==> src/rtl/timer_pkg.sv <==
package timer_pkg;
  localparam int ADDR_W = 3;
  typedef logic [ADDR_W-1:0] addr_t;

  localparam addr_t A_CTRL = 3'd0;
  localparam addr_t A_CNT  = 3'd1;
  localparam addr_t A_MASK = 3'd2;
  localparam addr_t A_FCLR = 3'd3;
  localparam int    A_CMP0 = 4;

  typedef struct packed {
    logic top_a;  // bit 3: top from compare register 0
    logic down;   // bit 2: count down
    logic fall;   // bit 1: falling edge on external pin
    logic ext;    // bit 0: external pin source
  } ctrl_t;
endpackage

==> src/rtl/tmr_edge_det.sv <==
module tmr_edge_det (
  input  logic clk,
  input  logic rst,
  input  logic pin,
  input  logic fall,
  output logic pulse
);
  logic s1_q, s2_q, prev_q;

  always_ff @(posedge clk) begin
    if (rst) begin
      s1_q   <= 1'b0;
      s2_q   <= 1'b0;
      prev_q <= 1'b0;
    end else begin
      s1_q   <= pin;
      s2_q   <= s1_q;
      prev_q <= s2_q;
    end
  end

  assign pulse = fall ? (prev_q & ~s2_q) : (~prev_q & s2_q);

  // an edge yields a single-cycle pulse unless the edge select moved
  p_pulse_single_r5: assert property (@(posedge clk) disable iff (rst)
    pulse |=> (!pulse || (fall != $past(fall))));
endmodule

==> src/rtl/tmr_count_core.sv <==
module tmr_count_core #(
  parameter int W = 8
) (
  input  logic         clk,
  input  logic         rst,
  input  logic         tick,
  input  logic         ld,
  input  logic [W-1:0] ld_val,
  input  logic         down,
  input  logic [W-1:0] top_val,
  output logic [W-1:0] cnt_q,
  output logic         wrap_evt,
  output logic         cmp_en
);
  localparam logic [W-1:0] MAXV = {W{1'b1}};

  logic supp_q;
  logic at_top, at_bot, advance;

  assign at_top   = (cnt_q == top_val) || (cnt_q == MAXV);
  assign at_bot   = (cnt_q == '0);
  assign advance  = tick & ~ld;
  assign wrap_evt = advance & (down ? at_bot : at_top);
  assign cmp_en   = advance & ~supp_q;

  always_ff @(posedge clk) begin
    if (rst) begin
      cnt_q  <= '0;
      supp_q <= 1'b0;
    end else if (ld) begin
      cnt_q  <= ld_val;
      supp_q <= 1'b1;
    end else if (tick) begin
      supp_q <= 1'b0;
      if (down) cnt_q <= at_bot ? top_val : cnt_q - 1'b1;
      else      cnt_q <= at_top ? '0 : cnt_q + 1'b1;
    end
  end

  // without tick or load the count holds
  p_hold_r2: assert property (@(posedge clk) disable iff (rst)
    (!tick && !ld) |=> $stable(cnt_q));
  // up wrap at top returns to zero
  p_up_wrap_r2: assert property (@(posedge clk) disable iff (rst)
    (tick && !ld && !down && cnt_q == top_val) |=> (cnt_q == '0));
  // down wrap at bottom reloads top
  p_down_reload_r3: assert property (@(posedge clk) disable iff (rst)
    (tick && !ld && down && cnt_q == '0) |=> (cnt_q == $past(top_val)));
  // a load always wins
  p_load_r8: assert property (@(posedge clk) disable iff (rst)
    ld |=> (cnt_q == $past(ld_val)));
endmodule

==> src/rtl/tmr_flag_unit.sv <==
module tmr_flag_unit #(
  parameter int NF = 3
) (
  input  logic          clk,
  input  logic          rst,
  input  logic [NF-1:0] set,
  input  logic          clr_we,
  input  logic [NF-1:0] clr_bits,
  input  logic          mask_we,
  input  logic [NF-1:0] mask_bits,
  output logic [NF-1:0] flags_q,
  output logic [NF-1:0] irq_q
);
  logic [NF-1:0] mask_q, flag_n, mask_n, clr_v;

  assign clr_v  = clr_we ? clr_bits : '0;
  assign flag_n = (flags_q & ~clr_v) | set;
  assign mask_n = mask_we ? mask_bits : mask_q;

  always_ff @(posedge clk) begin
    if (rst) begin
      flags_q <= '0;
      mask_q  <= '0;
      irq_q   <= '0;
    end else begin
      flags_q <= flag_n;
      mask_q  <= mask_n;
      irq_q   <= flag_n & mask_n;
    end
  end

  for (genvar i = 0; i < NF; i++) begin : g_chk
    // a set in the clear cycle survives
    p_set_wins_r6: assert property (@(posedge clk) disable iff (rst)
      set[i] |=> flags_q[i]);
    // a clear without a set drops the flag
    p_clear_r6: assert property (@(posedge clk) disable iff (rst)
      (clr_we && clr_bits[i] && !set[i]) |=> !flags_q[i]);
  end

  // interrupts track flags through the mask
  p_irq_gate_r7: assert property (@(posedge clk) disable iff (rst)
    irq_q == (flags_q & mask_q));
endmodule

==> src/rtl/dual_cmp_timer.sv <==
module dual_cmp_timer #(
  parameter int W     = 8,
  parameter int N_CMP = 2
) (
  input  logic                          clk,
  input  logic                          rst,
  input  logic                          wr_en,
  input  logic [timer_pkg::ADDR_W-1:0]  wr_addr,
  input  logic [W-1:0]                  wr_data,
  input  logic                          presc_tick,
  input  logic                          ext_pin,
  output logic [W-1:0]                  count_o,
  output logic [N_CMP:0]                flags_o,
  output logic [N_CMP:0]                irq_o
);
  import timer_pkg::*;

  localparam int NF = N_CMP + 1;
  localparam logic [W-1:0] MAXV = {W{1'b1}};

  ctrl_t         ctrl_q;
  logic [W-1:0]  cmp_q [N_CMP];
  logic [N_CMP-1:0] match;
  logic          pulse, tick, ld, wrap_evt, cmp_en;
  logic [W-1:0]  cnt_q, top_val;

  always_ff @(posedge clk) begin
    if (rst) ctrl_q <= '0;
    else if (wr_en && wr_addr == A_CTRL) ctrl_q <= ctrl_t'(wr_data[3:0]);
  end

  for (genvar i = 0; i < N_CMP; i++) begin : g_cmp
    always_ff @(posedge clk) begin
      if (rst) cmp_q[i] <= '0;
      else if (wr_en && wr_addr == addr_t'(A_CMP0 + i)) cmp_q[i] <= wr_data;
    end
    assign match[i] = cmp_en & (cnt_q == cmp_q[i]);

    // a live tick on an equal count raises the channel flag
    p_match_flag_r4: assert property (@(posedge clk) disable iff (rst)
      (cmp_en && cnt_q == cmp_q[i]) |=> flags_o[i+1]);
  end

  tmr_edge_det u_edge (
    .clk   (clk),
    .rst   (rst),
    .pin   (ext_pin),
    .fall  (ctrl_q.fall),
    .pulse (pulse)
  );

  assign tick    = ctrl_q.ext ? pulse : presc_tick;
  assign ld      = wr_en && (wr_addr == A_CNT);
  assign top_val = ctrl_q.top_a ? cmp_q[0] : MAXV;

  tmr_count_core #(.W(W)) u_core (
    .clk      (clk),
    .rst      (rst),
    .tick     (tick),
    .ld       (ld),
    .ld_val   (wr_data),
    .down     (ctrl_q.down),
    .top_val  (top_val),
    .cnt_q    (cnt_q),
    .wrap_evt (wrap_evt),
    .cmp_en   (cmp_en)
  );

  tmr_flag_unit #(.NF(NF)) u_flags (
    .clk       (clk),
    .rst       (rst),
    .set       ({match, wrap_evt}),
    .clr_we    (wr_en && wr_addr == A_FCLR),
    .clr_bits  (wr_data[NF-1:0]),
    .mask_we   (wr_en && wr_addr == A_MASK),
    .mask_bits (wr_data[NF-1:0]),
    .flags_q   (flags_o),
    .irq_q     (irq_o)
  );

  assign count_o = cnt_q;

  // the tick after a load never compares
  p_supp_r8: assert property (@(posedge clk) disable iff (rst)
    ld |=> !cmp_en);
  // reset clears the visible state
  p_reset_r1: assert property (@(posedge clk)
    rst |=> (count_o == '0 && flags_o == '0 && irq_o == '0));
endmodule

==> config.mk <==
export PLATFORM = sky130hd
export DESIGN_NAME = dual_cmp_timer
export DESIGN_NICKNAME = d
export VERILOG_FILES = /design/src/rtl/timer_pkg.sv /design/src/rtl/tmr_edge_det.sv /design/src/rtl/tmr_count_core.sv /design/src/rtl/tmr_flag_unit.sv /design/src/rtl/dual_cmp_timer.sv
export SDC_FILE = /design/constraint.sdc
export NUM_CORES = 1
export LEC_CHECK = 0
export ABC_AREA = 1
export ABC_CLOCK_PERIOD_IN_PS = 1500
export CORE_ASPECT_RATIO = 1.25
export CORE_MARGIN = 5
export CORE_UTILIZATION = 53
export CTS_BUF_LIST = sky130_fd_sc_hd__clkbuf_4
export DETAILED_ROUTE_END_ITERATION = 10
export HOLD_SLACK_MARGIN = 0.02
export PLACE_DENSITY = 0.75
export SYNTH_ARGS = -nofsm -noshare
export SYNTH_HDL_FRONTEND = slang
export SYNTH_HIERARCHICAL = 1
export SYNTH_SLANG_ARGS = --single-unit
export TNS_END_PERCENT = 50
==> constraint.sdc <==
create_clock -name clk -period 1.5 [get_ports clk]
set_input_delay 0.3 -clock clk [delete_from_list [all_inputs] [get_ports clk]]
set_output_delay 0.3 -clock clk [all_outputs]
set_load 0.03 [all_outputs]
Word level (Yosys, flattened, before mapping)
Memories as Yosys holds them, arrays and structs flattened.
Cells that the tools add are included.
Widths: inputs -> output; s select.
{ "word_totals": {"ff_bits": 25, "ram_bits": 16, "input_bits": 16, "mem_count": 1} }
{ "memory_table": {"columns": ["memory", "words", "width", "rd", "rd_ports_with_merged_regs", "write_ports", "line", "rtl"], "rows": [
  ["cmp_q", 2, 8, 2, 0, 2, "dual_cmp_timer.sv:22", "logic [W-1:0] cmp_q [N_CMP];"]
]} }
{ "classes": {"addsub": 2, "eq_ne": 9, "n_mux": 23, "bitwise_logic": 17, "reduce_logical": 10} }
{ "ops": {"columns": ["op", "count"], "rows": [
  ["$mux 8", 8],
  ["$eq 8x8->1", 3],
  ["$mux 1", 13],
  ["$add 8x1->8 const B", 1],
  ["$eq 8x8->1 const B", 1],
  ["$logic_not 8->1", 1],
  ["$sub 8x1->8 const B", 1],
  ["$and 1x1->1", 7],
  ["$and 3x3->3", 2],
  ["$eq 3x2->1 const B", 2],
  ["$eq 3x3->1 const B", 2],
  ["$logic_and 1x1->1", 6],
  ["$mux 3", 2],
  ["$not 1->1", 4],
  ["$eq 3x1->1 const B", 1],
  ["$logic_not 3->1", 1],
  ["$not 3->3", 1],
  ["$or 3x3->3", 1],
  ["$or 1x1->1", 2],
  ["$reduce_bool 2->1", 1],
  ["$logic_or 1x1->1", 1]
]} }

Depth between registers and ports, before layout
Gate-level depths: netlist of run 1.
{ "depth": {"ltp_word": 9, "ltp_mapped": 14} }

Cells and area by module
The synthesis of run 1 kept the hierarchy.
{ "modules_own_cells": {"columns": ["mod", "instances", "cells_each", "area_per_inst_um2", "seq_area_each_um2"], "rows": [
  ["dual_cmp_timer", 1, 159, 1142.3, 560.5],
  ["tmr_count_core", 1, 169, 1039.7, 180.2],
  ["tmr_flag_unit", 1, 41, 312.8, 180.2],
  ["tmr_edge_det", 1, 14, 103.8, 60.1]
]} }

Worst setup path before layout of run 1
OpenSTA, ideal clock, no wires.
{ "synth_path": {"path_type": "reg-to-reg", "from": "reg u_core.cnt_q[0]", "to": "reg u_core.cnt_q[1]", "arrival_ns": 1.629, "setup_slack_ns": -0.262, "stages_incl_launch_ff": 12, "n_path_buf": 1, "synth_period_minus_slack_ns": 1.762, "cell_sequence": "dfxtp_1 inv_1 ha_1 inv_1 nor3_1 nand2_2 buf_6 a21oi_1 o21ai_1 nand3_1 nand2_1 a21oi_2"} }
{ "synth_between": {"elab_chain_len": 6} }
{ "synth_lines": {"columns": ["element", "line", "rtl"], "rows": [
  ["start, declared", "tmr_count_core.sv:11", "output logic [W-1:0] cnt_q,"],
  ["start signal, assigned", "tmr_count_core.sv:31", "cnt_q <= ld_val;"],
  ["start signal, assigned", "tmr_count_core.sv:35", "if (down) cnt_q <= at_bot ? top_val : cnt_q - 1'b1;"],
  ["start signal, assigned", "tmr_count_core.sv:36", "else cnt_q <= at_top ? '0 : cnt_q + 1'b1;"],
  ["branches (longest 3 deep; another with $add 8x1->8)", null, null],
  ["$mux 8 *", "tmr_count_core.sv:35", null],
  ["$mux 8 *", "tmr_count_core.sv:33", "end else if (tick) begin"],
  ["$mux 8 *", "tmr_count_core.sv:30", "end else if (ld) begin"]
]} }
Mark *: on every way between the ends. The select of a mux whose other input is x is not followed.
A chain may end at the register's enable or synchronous reset.

Final worst setup path of run 1
{ "layout_path": {"from": "reg ctrl_q[3] in the netlist's numbering", "to": "reg u_core.cnt_q[5]"} }
{ "layout_between": {"elab_chain_len": 7} }
{ "layout_lines": {"columns": ["element", "line", "rtl"], "rows": [
  ["start, declared", "dual_cmp_timer.sv:21", "ctrl_t ctrl_q;"],
  ["start signal, assigned", "dual_cmp_timer.sv:29", "else if (wr_en && wr_addr == A_CTRL) ctrl_q <= ctrl_t'(wr_data[3:0]);"],
  ["$mux 8", "dual_cmp_timer.sv:54", "assign top_val = ctrl_q.top_a ? cmp_q[0] : MAXV;"],
  ["named net top_val[1]", "dual_cmp_timer.sv:25", "logic [W-1:0] cnt_q, top_val;"],
  ["$eq 8x8->1", "tmr_count_core.sv:20", "assign at_top = (cnt_q == top_val) || (cnt_q == MAXV);"],
  ["$logic_or 1x1->1", "tmr_count_core.sv:20", null],
  ["$mux 8", "tmr_count_core.sv:36", null],
  ["$mux 8", "tmr_count_core.sv:35", null],
  ["$mux 8", "tmr_count_core.sv:33", null],
  ["$mux 8", "tmr_count_core.sv:30", null]
]} }
The timed path passes the listed nets, and every way through them passes these cells. The select of a mux whose other input is x is not followed.

==> out/summary.txt, run 1 <==
Leakage: 1.76 nW
antenna violations before repair: 0
layout cell share with drive strength beyond 1: 33.7%
n_diodes: 0
Worst Path Max Fanout: 7
violated checks: negative setup slack
iteration count of the initial detailed-routing pass: 5
DR vias/cell: 5.17
DIE HEIGHT: 88.3 µm
largest net degree at the start of global routing: 13
PwrDens: 752 nW/µm²
htree depth: 2
post-synth top area cell: dfxtp_1
WHS Endpoint: u_edge/s2_q$_SDFF_PP0_
Hold Crit Start: u_edge/s1_q$_SDFF_PP0_
Seq/Total Area, Yosys: 37.7%
I/O pin cnt: 30
via count: 2779
post-synth cell types: 36
starting density of the core: 54.5%
Core ar.: 4760 µm²
CTS tree: yes
Fin. Hold Viols: 0
Reg-to-Reg End: u_core/cnt_q[5]$_SDFFE_PP0P_
WS Path Type: reg -> reg
DP Cell Count: 521
Design Power: 2.77 mW
vias in the first global route: 2699
max-slew violation count: 0
num rows: 28
Post-Syn Area: 2600 µm²
CP Capture Type: flop
Final ANT Viol Nets: 0
Fin Setup TNS: -0.345 ns
r2r startpoint: ctrl_q[3]$_SDFFE_PP0P_
Synth top area share: 19.3%
Avg Cell Area, Syn: 6.79 µm²
Least-Margin Pin Slew: 0.318 ns
routed length per placed instance: 14.4 µm
VDD IR max: 928 µV
clock latency on the worst-skew pair: 0.34 ns
Die Area: 6410 µm²
CP bufs+invs: 3
max-cap violations: 0
CTS sink cnt: 41
flop2flop setup slack: -0.06 ns
crit path from: ctrl_q[3]$_SDFFE_PP0P_
Worst setup SP type: flop
period utilisation layout: 104%
Largest stage delay, worst path: 0.39 ns
ys flop type: dfxtp_1
Die Wd: 72.6 µm
fmax: 642 MHz
RSZ-0062 raised after global routing: true
number of synthesized flops with an enable pin: 16
clk_skew: 0.0118 ns
PnR worst setup slack: -0.0571 ns
Syn Nets: 402
drt total wl: 7740 µm
GRT Resource Usage Total: 25.2%
CP Cell Sequence: buf_6, nand2_2, inv_1, nand2_1, nand2_1, nand2_1, nor2_1, nand2_2, buf_6, nand4_1, nand2_1, nand2_1, a21oi_1
total grt overflow: 0
most used cell, CP: nand2_1
DP HPWL: 5780 µm
Hold Path Depth: 2
Area Overhead vs Synth: 41.6%
CP arrival: 1.80 ns
Syn. warnings: 6
cells after synthesis: 383
CTS Buffer Depth: 2
slowest CP cell: dfxtp_4
hold crit path type: reg -> reg
Worst slew margin: 78.9%
outcome: finished, violations left
Root Driver: clkbuf_4
# nets final: 496
kind of cell adding the most delay to the critical path: simple AND/OR/NAND/NOR gates
top post-synthesis cells by area: dfxtp_1 (19%), edfxtp_1 (18%), nand2_1 (14%)
routability cong.: 0.949
clock period minus worst slack: 1.56 ns
Initial DRC Count: 184
residual DRC count: 0
Seq cells post-synth: 41
TritonCTS Buffers: 5
asr flop ratio synth: 0%
port bufs: 29
Hold Slack: 0.403 ns
Non-Filler Instances: 538
global-route wire length before repair: 12400 µm
Worst-path clk slew: 0.12 ns
Synth top cells by count: nand2_1 (100), nor2_1 (66), inv_1 (62), dfxtp_1 (25), nand3_1 (20)
CP required: 1.74 ns
length in cells of the worst reg-to-reg path: 13
most common cell in the netlist: nand2_1
final setup violation count: 11
==> routing by layer <==
layer,vias to the layer above,share of wire (%),global-route usage (%)
met5,-,0,0
met4,0,3.0,10.2
met3,21,6.3,3.18
met2,120,51,45.2
met1,1263,39,30.4
li1,1375,-,-
==> flip-flops by register name, summed over array words and instances (netlist names) <==
signal and cells:
u_edge/s2_q 1, ctrl_q 4, u_edge/s1_q 1, u_edge/prev_q 1, u_flags/irq_q 3, cmp_q 16
u_core/cnt_q 8, u_flags/flags_q 3, u_core/supp_q 1, u_flags/mask_q 3
==> logic make-up (layout without fill, tap and decap cells) <==
group / after synthesis / count (layout) / synth area share (%)
buffers and inverters: 77 / 172 / 12.7
multiplexers: 1 / 1 / 0.433
adder cells (fa/ha/maj): 3 / 3 / 1.44
flip-flops: 41 / 41 / 37.7
XOR/XNOR: 15 / 15 / 5.06
AO/OA/AOI/OAI: 36 / 36 / 8.47
AND/OR/NAND/NOR: 210 / 210 / 34.2
==> layout make-up <==
| cell class | instances | area, µm² |
|---|---|---|
| well taps | 60 | 75.1 |
| fillers | 369 | 1090 |
| multi-input cells | 265 | 1440 |
| clock buffers | 6 | 45.0 |
| inverters | 70 | 277 |
| flip-flops and latches | 41 | 1010 |
| clock inverters | 2 | 33.8 |
| repair buffers | 94 | 803 |
==> power by group <==
part	switching (mW)	total, mW	internal, mW
clock network	0.345	0.710	0.365
logic	0.433	0.788	0.355
registers	0.0579	1.27	1.21
total	0.836	2.77	1.93
==> per-stage QoR <==
stage	util (%)	worst slack (ns)	area (µm²)
after floorplan	-	0.00523	2620
final	77.2	-0.0571	3680
after global placement	70.5	-0.450	3360
after CTS	73.8	-0.0718	3510
after detailed placement	70.5	-0.522	3360
after global routing	77.2	-0.152	3680
==> worst max-delay path by stage <==
stage / to / slack, ns / depth (start not counted)
after floorplan: u_core/cnt_q[1]$_SDFFE_PP0P_ / 0.005 / 11
final: u_core/cnt_q[5]$_SDFFE_PP0P_ / -0.06 / 13
after detailed placement: u_flags/irq_q[1]$_SDFF_PP0_ / -0.52 / 15
after CTS: u_flags/flags_q[1]$_SDFF_PP0_ / -0.07 / 14
after global placement: u_flags/flags_q[2]$_SDFF_PP0_ / -0.45 / 15
after global routing: u_flags/flags_q[2]$_SDFF_PP0_ / -0.15 / 14
==> worst min-delay path: cells and delay by family (launching register included) <==
family,cells,cell delay (ns)
DFF,1,0.31
and+or+nand+nor,1,0.03
buffers and inverters,1,0.04
==> placed cells by master, fill, tap and decap left out, types with 3 or more instances in the layout <==
cell type / n
a22oi_1: 6
dfxtp_2: 7
nand2_1: 93
nand3_1: 17
inv_1: 48
nand4_1: 5
nor3_2: 5
clkdlybuf4s50_1: 13
dlygate4sd2_1: 8
nor2_2: 8
nor2_4: 4
a21oi_1: 9
edfxtp_1: 16
buf_6: 3
nand2_2: 11
buf_12: 3
xnor2_1: 8
clkbuf_4: 6
nand3_2: 4
xor2_1: 6
o21ai_0: 6
buf_4: 65
nor2_1: 57
ha_1: 3
inv_2: 17
a21oi_2: 10
dfxtp_4: 5
dfxtp_1: 13
==> timing repair <==
item,4_1_cts,5_1_grt
hold buffers,0,0
pin swaps,6,10
buffers inserted,3,6
gates resized for setup,39,36
endpoints found under the setup margin,22,16
Power figures use the tool's default switching activity.
==> inputs of run 2 (changes only) <==
--- a/config.mk
+++ b/config.mk
@@ -8,7 +8,7 @@
 export ABC_AREA = 1
 export ABC_CLOCK_PERIOD_IN_PS = 1500
 export CORE_ASPECT_RATIO = 1.25
-export CORE_MARGIN = 5
+export CORE_MARGIN = 2
 export CORE_UTILIZATION = 53
 export CTS_BUF_LIST = sky130_fd_sc_hd__clkbuf_4
 export DETAILED_ROUTE_END_ITERATION = 10
==> out/summary.txt, run 2 (same netlist as run 1, synthesis figures left out) <==
outcome: finished, violations left
violated checks: negative setup slack
VDD IR max: 807 µV
most common cell after layout, fill and taps aside: nand2_1
end of the critical path: u_core/cnt_q[3]$_SDFFE_PP0P_
Final ANT Viol Nets: 0
routed length per placed instance: 14.3 µm
Die Wd: 66.6 µm
# nets final: 497
Fin Setup TNS: -0.939 ns
drt total wl: 7710 µm
DP Cell Count: 527
Initial DRC Count: 222
num rows: 28
PnR worst setup slack: -0.0981 ns
P_int: 1.93 mW
clk_skew: 0.0160 ns
htree depth: 2
kind of cell adding the most delay to the critical path: simple AND/OR/NAND/NOR gates
via count: 2787
layout cell share with drive strength beyond 1: 33.4%
residual DRC count: 0
multi-input logic area: 1430 µm²
clock latency on the worst-skew pair: 0.35 ns
vias in the first global route: 2724
CTS tree: yes
most used cell, CP: nand2_1
CP Capture Type: flop
max-slew violation count: 0
Layout Utilization: 77.7%
Core ar.: 4730 µm²
n_diodes: 0
slowest CP cell: edfxtp_1
Die Area: 5480 µm²
Root Driver: clkbuf_4
Net Sw Frac: 30.4%
Hold Crit Start: u_edge/s1_q$_SDFF_PP0_
Leakage: 1.77 nW
global-route wire length before repair: 12200 µm
flop2flop setup slack: -0.1 ns
r2r startpoint: cmp_q[0][3]$_SDFFCE_PN0P_
TritonCTS Buffers: 5
length in cells of the worst reg-to-reg path: 11
I/O pin cnt: 30
max-cap violations: 0
Worst-path clk slew: 0.13 ns
Non-Filler Instances: 539
Place WS: -0.617 ns
antenna violations before repair: 0
Least-Margin Pin Slew: 0.335 ns
starting density of the core: 54.9%
Fin. Hold Viols: 0
Logic pwr share: 28.0%
final setup violation count: 13
number of cells on the critical path: 11
CP bufs+invs: 2
most frequent cells in the layout: nand2_1 (95), buf_4 (64), nor2_1 (57)
net load switching power: 0.843 mW
DIE HEIGHT: 82.3 µm
fmax: 626 MHz
Worst slew margin: 77.6%
port bufs: 29
CTS Buffer Depth: 2
hold crit path type: reg -> reg
period utilisation layout: 107%
crit path from: cmp_q[0][3]$_SDFFCE_PN0P_
Regs by FF count: cmp_q (16), u_core/cnt_q (8), ctrl_q (4)
DR vias/cell: 5.17
CP arrival: 1.83 ns
CP Cell Sequence: inv_2, nand2_4, xnor2_2, nand2_1, nor2_2, nand2_2, buf_6, nand3b_1, nand2_1, nand2_1, a21oi_1
PwrDens: 755 nW/µm²
Seq pwr share: 46.0%
clock period minus worst slack: 1.60 ns
filler instances: 363
routability cong.: 0.936
sequential cell area: 1000 µm²
Reg-to-Reg End: u_core/cnt_q[3]$_SDFFE_PP0P_
CTS sink cnt: 41
Worst setup SP type: flop
Area Overhead vs Synth: 41.5%
Worst Path Max Fanout: 6
clock power share: 26.0%
Biggest register: cmp_q
Largest stage delay, worst path: 0.45 ns
RSZ-0062 raised after global routing: true
CP required: 1.73 ns
iteration count of the initial detailed-routing pass: 4
Hold Slack: 0.409 ns
largest net degree at the start of global routing: 17
DP HPWL: 5790 µm
GRT Resource Usage Total: 29.8%
WS Path Type: reg -> reg
Largest register FFs: 16
total grt overflow: 0
run 2: cell count changes in the layout (fill, tap and decap cells not counted), sizes merged:
cell and change:
buf -1, clkdlybuf4s15 +2
run 2: repair_timing:
item | 4_1_cts | 5_1_grt
hold buffers | 0 | 0
pin swaps | 7 | 1
endpoints found under the setup margin | 25 | 16
buffers inserted | 3 | 1
resized for setup | 55 | 22
run 2: final cells by class:
cell class              instances  share of cell area (%)
well taps                      60                    2.04
clock inverters                 2                   0.953
multi-input cells             265                    38.9
inverters                      70                    7.52
flip-flops and latches         41                    27.3
repair buffers                 95                    22.1
clock buffers                   6                    1.23
run 2: worst min path at each step:
| stage | cells after the start | to | slack (ns) |
|---|---|---|---|
| after floorplan | 1 | u_edge/s1_q$_SDFF_PP0_ | 0.37 |
| after global placement | 2 | u_edge/s2_q$_SDFF_PP0_ | 0.39 |
| after detailed placement | 2 | u_edge/s2_q$_SDFF_PP0_ | 0.40 |
| after CTS | 2 | u_edge/s2_q$_SDFF_PP0_ | 0.42 |
| after global routing | 2 | u_edge/s2_q$_SDFF_PP0_ | 0.42 |
| final | 2 | u_edge/s2_q$_SDFF_PP0_ | 0.41 |
run 2: metal layers:
layer | GRT usage (%) | wire (µm)
met2 | 54.7 | 4040
met4 | 17.6 | 307
met5 | 0 | 0
met1 | 32.8 | 3000
met3 | 3.25 | 360
run 2: tightest hold or removal path, stage by stage (launching register included):
cell	delay, ns
dfxtp_1	0.31
inv_1	0.04
nor2_1	0.03
run 2: stage by stage:
step	instance area, µm²	total power, mW
6_report	3680	2.77
3_3_place_gp	3420	1.99
3_5_place_dp	3420	2.01
5_1_grt	3680	2.91
4_1_cts	3620	2.75
2_1_floorplan	2620	1.70
run 2: power by group through the flow:
stage / clock, mW / sequential, mW / combinational [mW]
floorplan: 0 / 1.31 / 0.388
global placement: 0 / 1.29 / 0.700
detailed placement: 0 / 1.30 / 0.718
CTS: 0.734 / 1.27 / 0.747
global route: 0.781 / 1.28 / 0.844
finish: 0.722 / 1.28 / 0.777
==> inputs of run 3 (changes only) <==
--- a/config.mk
+++ b/config.mk
@@ -12,6 +12,7 @@
 export CORE_UTILIZATION = 53
 export CTS_BUF_LIST = sky130_fd_sc_hd__clkbuf_4
 export DETAILED_ROUTE_END_ITERATION = 10
+export GPL_ROUTABILITY_DRIVEN = 1
 export HOLD_SLACK_MARGIN = 0.02
 export PLACE_DENSITY = 0.75
 export SYNTH_ARGS = -nofsm -noshare
==> results of run 3 <==
Same layout as run 2: the final DEF is identical, and so are final timing and power.
